<file path="src/rtl/wcnt_pkg.sv">
package wcnt_pkg;
  typedef enum logic [1:0] {
    SRC_SCALAR = 2'd0,
    SRC_LDS    = 2'd1,
    SRC_VMEM   = 2'd2
  } src_e;

  localparam int unsigned NUM_SRC = 3;

  typedef struct packed {
    logic issue;
    logic ret;
  } mem_ev_t;
endpackage

</file>
<file path="src/rtl/wcnt_counter.sv">
module wcnt_counter #(
  parameter int unsigned W = 6
) (
  input  logic         clk_i,
  input  logic         rst_ni,
  input  logic         inc_i,
  input  logic         ret_i,
  output logic [W-1:0] cnt_o,
  output logic         ret_ok_o,
  output logic         ret_bad_o
);
  logic [W-1:0] cnt_q;

  assign ret_ok_o  = ret_i & (cnt_q != '0);
  assign ret_bad_o = ret_i & (cnt_q == '0);

  always_ff @(posedge clk_i or negedge rst_ni) begin
    if (!rst_ni) begin
      cnt_q <= '0;
    end else if (inc_i && !ret_ok_o) begin
      cnt_q <= cnt_q + 1'b1;
    end else if (!inc_i && ret_ok_o) begin
      cnt_q <= cnt_q - 1'b1;
    end
  end

  assign cnt_o = cnt_q;
endmodule

</file>
<file path="src/rtl/wcnt_admit.sv">
module wcnt_admit #(
  parameter int unsigned W  = 6,
  parameter int unsigned CW = W + 1
) (
  input  logic [CW-1:0] cur_i,
  input  logic [1:0]    inc_i,
  input  logic [1:0]    dec_i,
  output logic          accept_o,
  output logic          block_o
);
  localparam int unsigned XW = CW + 2;
  localparam logic [XW-1:0] MAX_X = XW'((1 << W) - 1);

  logic [XW-1:0] next_x;

  // dec never exceeds cur, so no underflow
  assign next_x   = XW'(cur_i) + XW'(inc_i) - XW'(dec_i);
  assign accept_o = (next_x <= MAX_X);
  assign block_o  = (inc_i != 2'd0) & ~accept_o;
endmodule

</file>
<file path="src/rtl/wcnt_stall.sv">
module wcnt_stall #(
  parameter int unsigned W = 6
) (
  input  logic         wait_valid_i,
  input  logic [W-1:0] shared_thr_i,
  input  logic [W-1:0] vmem_thr_i,
  input  logic [W-1:0] shared_cnt_i,
  input  logic [W-1:0] vmem_cnt_i,
  input  logic         scalar_pend_i,
  input  logic         shared_block_i,
  input  logic         vmem_block_i,
  output logic         stall_o
);
  localparam logic [W-1:0] NO_WAIT = '1;

  logic [W-1:0] shared_eff;
  logic         shared_wait, vmem_wait;

  // out-of-order scalar returns: only a zero wait is exact
  assign shared_eff  = scalar_pend_i ? '0 : shared_thr_i;
  assign shared_wait = (shared_thr_i != NO_WAIT) & (shared_cnt_i > shared_eff);
  assign vmem_wait   = (vmem_thr_i != NO_WAIT) & (vmem_cnt_i > vmem_thr_i);

  assign stall_o = shared_block_i | vmem_block_i |
                   (wait_valid_i & (shared_wait | vmem_wait));
endmodule

</file>
<file path="src/rtl/wcnt_scoreboard.sv">
module wcnt_scoreboard #(
  parameter int unsigned W = 6
) (
  input  logic         clk_i,
  input  logic         rst_ni,
  input  logic         scalar_issue_i,
  input  logic         lds_issue_i,
  input  logic         vmem_issue_i,
  input  logic         scalar_ret_i,
  input  logic         lds_ret_i,
  input  logic         vmem_ret_i,
  input  logic         wait_valid_i,
  input  logic [W-1:0] wait_shared_thr_i,
  input  logic [W-1:0] wait_vmem_thr_i,
  output logic         stall_o,
  output logic         err_o,
  output logic [W-1:0] shared_cnt_o,
  output logic [W-1:0] vmem_cnt_o
);
  import wcnt_pkg::*;

  localparam int unsigned CW = W + 1;

  mem_ev_t [NUM_SRC-1:0] ev;
  logic    [NUM_SRC-1:0] acc, ret_ok, ret_bad;
  logic    [W-1:0]       cnt [NUM_SRC];
  logic                  shared_acc, shared_blk, vmem_acc, vmem_blk;
  logic                  err_q;

  assign ev[SRC_SCALAR] = '{issue: scalar_issue_i, ret: scalar_ret_i};
  assign ev[SRC_LDS]    = '{issue: lds_issue_i,    ret: lds_ret_i};
  assign ev[SRC_VMEM]   = '{issue: vmem_issue_i,   ret: vmem_ret_i};

  assign acc[SRC_SCALAR] = ev[SRC_SCALAR].issue & shared_acc;
  assign acc[SRC_LDS]    = ev[SRC_LDS].issue & shared_acc;
  assign acc[SRC_VMEM]   = ev[SRC_VMEM].issue & vmem_acc;

  for (genvar i = 0; i < NUM_SRC; i++) begin : g_cnt
    wcnt_counter #(.W(W)) u_cnt (
      .clk_i    (clk_i),
      .rst_ni   (rst_ni),
      .inc_i    (acc[i]),
      .ret_i    (ev[i].ret),
      .cnt_o    (cnt[i]),
      .ret_ok_o (ret_ok[i]),
      .ret_bad_o(ret_bad[i])
    );
  end

  logic [CW-1:0] shared_sum;
  assign shared_sum = CW'(cnt[SRC_SCALAR]) + CW'(cnt[SRC_LDS]);

  wcnt_admit #(.W(W), .CW(CW)) u_adm_shared (
    .cur_i   (shared_sum),
    .inc_i   (2'(ev[SRC_SCALAR].issue) + 2'(ev[SRC_LDS].issue)),
    .dec_i   (2'(ret_ok[SRC_SCALAR]) + 2'(ret_ok[SRC_LDS])),
    .accept_o(shared_acc),
    .block_o (shared_blk)
  );

  wcnt_admit #(.W(W), .CW(CW)) u_adm_vmem (
    .cur_i   (CW'(cnt[SRC_VMEM])),
    .inc_i   (2'(ev[SRC_VMEM].issue)),
    .dec_i   (2'(ret_ok[SRC_VMEM])),
    .accept_o(vmem_acc),
    .block_o (vmem_blk)
  );

  // admission keeps the sum within W bits
  assign shared_cnt_o = shared_sum[W-1:0];
  assign vmem_cnt_o   = cnt[SRC_VMEM];

  wcnt_stall #(.W(W)) u_stall (
    .wait_valid_i  (wait_valid_i),
    .shared_thr_i  (wait_shared_thr_i),
    .vmem_thr_i    (wait_vmem_thr_i),
    .shared_cnt_i  (shared_cnt_o),
    .vmem_cnt_i    (vmem_cnt_o),
    .scalar_pend_i (cnt[SRC_SCALAR] != '0),
    .shared_block_i(shared_blk),
    .vmem_block_i  (vmem_blk),
    .stall_o       (stall_o)
  );

  always_ff @(posedge clk_i or negedge rst_ni) begin
    if (!rst_ni) err_q <= 1'b0;
    else if (|ret_bad) err_q <= 1'b1;
  end

  assign err_o = err_q;
endmodule

</file>
<file path="config.mk">
export PLATFORM = sky130hd
export DESIGN_NAME = wcnt_scoreboard
export DESIGN_NICKNAME = d
export VERILOG_FILES = /design/src/rtl/wcnt_pkg.sv /design/src/rtl/wcnt_counter.sv /design/src/rtl/wcnt_admit.sv /design/src/rtl/wcnt_stall.sv /design/src/rtl/wcnt_scoreboard.sv
export SDC_FILE = /design/constraint.sdc
export NUM_CORES = 1
export LEC_CHECK = 0
export ABC_AREA = 1
export CELL_PAD_IN_SITES_DETAIL_PLACEMENT = 2
export CELL_PAD_IN_SITES_GLOBAL_PLACEMENT = 2
export CORE_UTILIZATION = 31
export CTS_CLUSTER_DIAMETER = 80
export DETAILED_ROUTE_END_ITERATION = 6
export PLACE_DENSITY = 0.92
export SETUP_SLACK_MARGIN = 0.3
export SLEW_MARGIN = 20
export SYNTH_ARGS = -nofsm -noshare
export SYNTH_HDL_FRONTEND = slang
export SYNTH_SLANG_ARGS = --single-unit
</file>
<file path="constraint.sdc">
create_clock -name clk_i -period 5.25 [get_ports clk_i]
set_input_delay 1.05 -clock clk_i [delete_from_list [all_inputs] [get_ports clk_i]]
set_output_delay 1.05 -clock clk_i [all_outputs]
set_load 0.01 [all_outputs]
</file>
==> results of run 1 <==
==> final timing paths <==
path / end / startpoint / slack, ns / depth (start not counted)
setup / recovery: g_cnt[1].u_cnt.cnt_o[5] / scalar_issue_i / 0.45 / 27
hold / removal: g_cnt[0].u_cnt.cnt_o[5] / g_cnt[0].u_cnt.cnt_o[5] / 0.52 / 2
hold reg to reg: g_cnt[0].u_cnt.cnt_o[5] / g_cnt[0].u_cnt.cnt_o[5] / 0.52 / 2
max in group asynchronous: g_cnt[1].u_cnt.cnt_o[0] / rst_ni / 3.31 / 1
min in group asynchronous: g_cnt[0].u_cnt.cnt_o[4] / rst_ni / 1.30 / 1
setup reg to reg: g_cnt[1].u_cnt.cnt_o[5] / g_cnt[1].u_cnt.cnt_o[0] / 0.55 / 28
==> cell families after synthesis <==
logic type / share of synthesized area (%)
adder cells (fa/ha/maj): 26.0
buffers and inverters: 12.0
XOR/XNOR: 1.41
AO/OA/AOI/OAI: 11.5
flip-flops: 19.2
AND/OR/NAND/NOR: 29.9
==> synthesized netlist by cell type (2+ instances only) <==
| library cell | instances | area (µm²) |
|---|---|---|
| nor3_1 | 2 | 10.0 |
| a31oi_1 | 6 | 37.5 |
| a22o_1 | 2 | 17.5 |
| o21a_1 | 2 | 15.0 |
| o21bai_1 | 2 | 15.0 |
| or2_2 | 2 | 12.5 |
| nand4_1 | 6 | 37.5 |
| xnor2_1 | 4 | 35.0 |
| inv_1 | 65 | 244 |
| nor2_1 | 30 | 113 |
| inv_2 | 2 | 7.51 |
| fa_1 | 6 | 120 |
| nand3b_1 | 2 | 15.0 |
| a21oi_1 | 19 | 95.1 |
| buf_4 | 6 | 45.0 |
| ha_1 | 42 | 526 |
| o211ai_1 | 3 | 22.5 |
| o21ai_0 | 13 | 65.1 |
| nand2_2 | 7 | 43.8 |
| dfrtp_1 | 19 | 475 |
| nand2_1 | 94 | 353 |
| nand3_1 | 22 | 110 |
| nor2_2 | 2 | 12.5 |
==> cell type report <==
cell class	instances	area (µm²)
clock buffers	4	45.0
fillers	943	4590
inverters	67	256
multi-input cells	272	1800
flip-flops and latches	19	478
well taps	102	128
repair buffers	46	429
==> registers in the layout, summed over array words and instances, names as in the netlist <==
name and cells:
err_o 1, g_cnt.u_cnt.cnt_o 18
==> metal layers <==
layer | share of wire (%) | vias to the layer above | track usage (%) | wire length (µm)
met1 | 45 | 1271 | 26.3 | 3970
met2 | 53 | 24 | 40.0 | 4650
met3 | 0.99 | 7 | 1.09 | 87
li1 | - | 1259 | - | -
met5 | 0 | - | 0 | 0
met4 | 1.1 | 0 | 4.76 | 93
==> worst register-to-register path, delay by kind of cell (launching register included) <==
| family | cells | cell delay (ns) |
|---|---|---|
| XOR/XNOR | 1 | 0.14 |
| flip-flops | 1 | 0.43 |
| buffers and inverters | 4 | 0.29 |
| AO/OA/AOI/OAI | 3 | 0.52 |
| AND/OR/NAND/NOR | 15 | 1.65 |
| adder cells (fa/ha/maj) | 5 | 1.55 |
==> stage by stage <==
stage               std cells  hold WS [ns]  cell area [µm²]
floorplan                 364         0.467             2480
global placement          497         0.503             2920
detailed placement        497         0.518             2920
CTS                       506         0.537             3080
global route              510         0.553             3140
finish                    510         0.517             3140
==> what timing repair did <==
item / in CTS / in global routing
resized for setup: 26 / 12
pin swaps: 7 / 3
setup endpoints to repair: 4 / 4
buffers inserted: 5 / 4
==> flow_summary_export.csv, run 1 <==
group,metric,value,unit
setup_path,slowest_stage,"fa_2",
finish,n_antenna_cell,0,
clock_network,hold_buffers,0,
setup_path,path_class,"input pin to register",
global_route,grt_overflow,0,
setup_path,cpMostUsedCell,"nand2_1",
clock_network,clkLatencyLatePin,0.27,ns
sta,rsz0062_at_grt,"no",
clock_network,cts_sinks,19,
floorplan,fp.dieH,91.4,µm
synth,syn_nets,433,
setup_path,critPathMaxFanout,3,
finish,final_nets,478,
hold_path,hold_class,"register to register",
routing,dr.pass1.iters,4,
routing,postRouteAntennaNets,0,
synth,synth_edf_count,0,
global_route,grt_pass1_vias,2808,
floorplan,initial_core_util,32.1,%
synth,synth-seq-cells,19,
synth,ys_types,29,
setup_path,worstPathArrival,4.95,ns
finish,drive_gt1_share,13.7,%
floorplan,rows,32,
global_route,grt_pass1_wl,13900,µm
clock_network,cts_buffers,3,
floorplan,die-width,91.4,µm
global_route,antenna_found_initial,0,
synth,synthFlopType,"dfrtp_1",
clock_network,cts_tree,"yes",
routing,routed_wirelength,8800,µm
setup_path,end_kind,"register",
synth,netlist_area,0.00248,mm²
place,dp_hpwl,6940,µm
place,place_ws,-0.217,ns
finish,final_cell_mix,"nand2_1 (92), inv_1 (61), ha_1 (37), clkdlybuf4s50_1 (31), nor2_1 (26)",
finish,syn2layout_area_growth,26.7,%
routing,drt-initial-drc-count,69,
clock_network,htreeDepth,1,
sta,fin_ws,0.454,ns
run_status,run_status,"completed",
sta,max_freq,208,MHz
clock_network,clockBufferDepth,2,
synth,synthArstFlopShare,100,%
sta,worstMarginPinSlew,0.943,ns
global_route,grtUsageTotal,21.3,%
routing,viasPerCell,5.02,
sta,report.final.slew_viol_count,0,
setup_path,slowest_delay,0.57,ns
place,gp_congestion,0.825,
clock_network,cts_root_buffer,"clkbuf_8",
synth,ys_warn_count,0,
sta,finalClockSkew,0.00533,ns
sta,hold_violations,0,
sta,finalCritPeriodShare,91.4,%
synth,seq_area_frac_synth,19.2,%
floorplan,coreArea,0.00773,mm²
setup_path,critical_path_buf_inv_count,5,
clock_network,clkTransAtPathRegs,0.08,ns
routing,wl_per_cell,17.3,µm
setup_path,worst_setup_path_start_kind,"input pin",
floorplan,ioPinCount,35,
place,portBuffers,34,
synth,netlist_instances,364,
routing,via_count,2561,
global_route,grt_max_degree,20,
synth,avgSynthCellArea,6.81,µm²
floorplan,die_area,0.00836,mm²
setup_path,cp_data_required_time,5.41,ns
job,cap_violations,0,
sta,min_period,4.80,ns
sta,slew_headroom,36.9,%
sta,setup_violations,0,
finish,final_util,40.6,%
finish,layout_commonest_cell,"nand2_1",
sta,setup_tns,0,ns
setup_path,crit_family,"adder cells",
routing,drc,0,
Power of run 1 is left out: the tool's default activity adds up to more than one toggle a clock period on the data nets, which glitch-free logic cannot reach.
==> run 2: changes to the inputs <==
--- a/config.mk
+++ b/config.mk
@@ -6,6 +6,7 @@
 export NUM_CORES = 1
 export LEC_CHECK = 0
 export ABC_AREA = 1
+export CAP_MARGIN = 20
 export CELL_PAD_IN_SITES_DETAIL_PLACEMENT = 2
 export CELL_PAD_IN_SITES_GLOBAL_PLACEMENT = 2
 export CORE_UTILIZATION = 31
==> results of run 2 <==
No change in the layout: final DEF, timing and power equal those of run 1.
Power of run 2 is left out for the same reason.
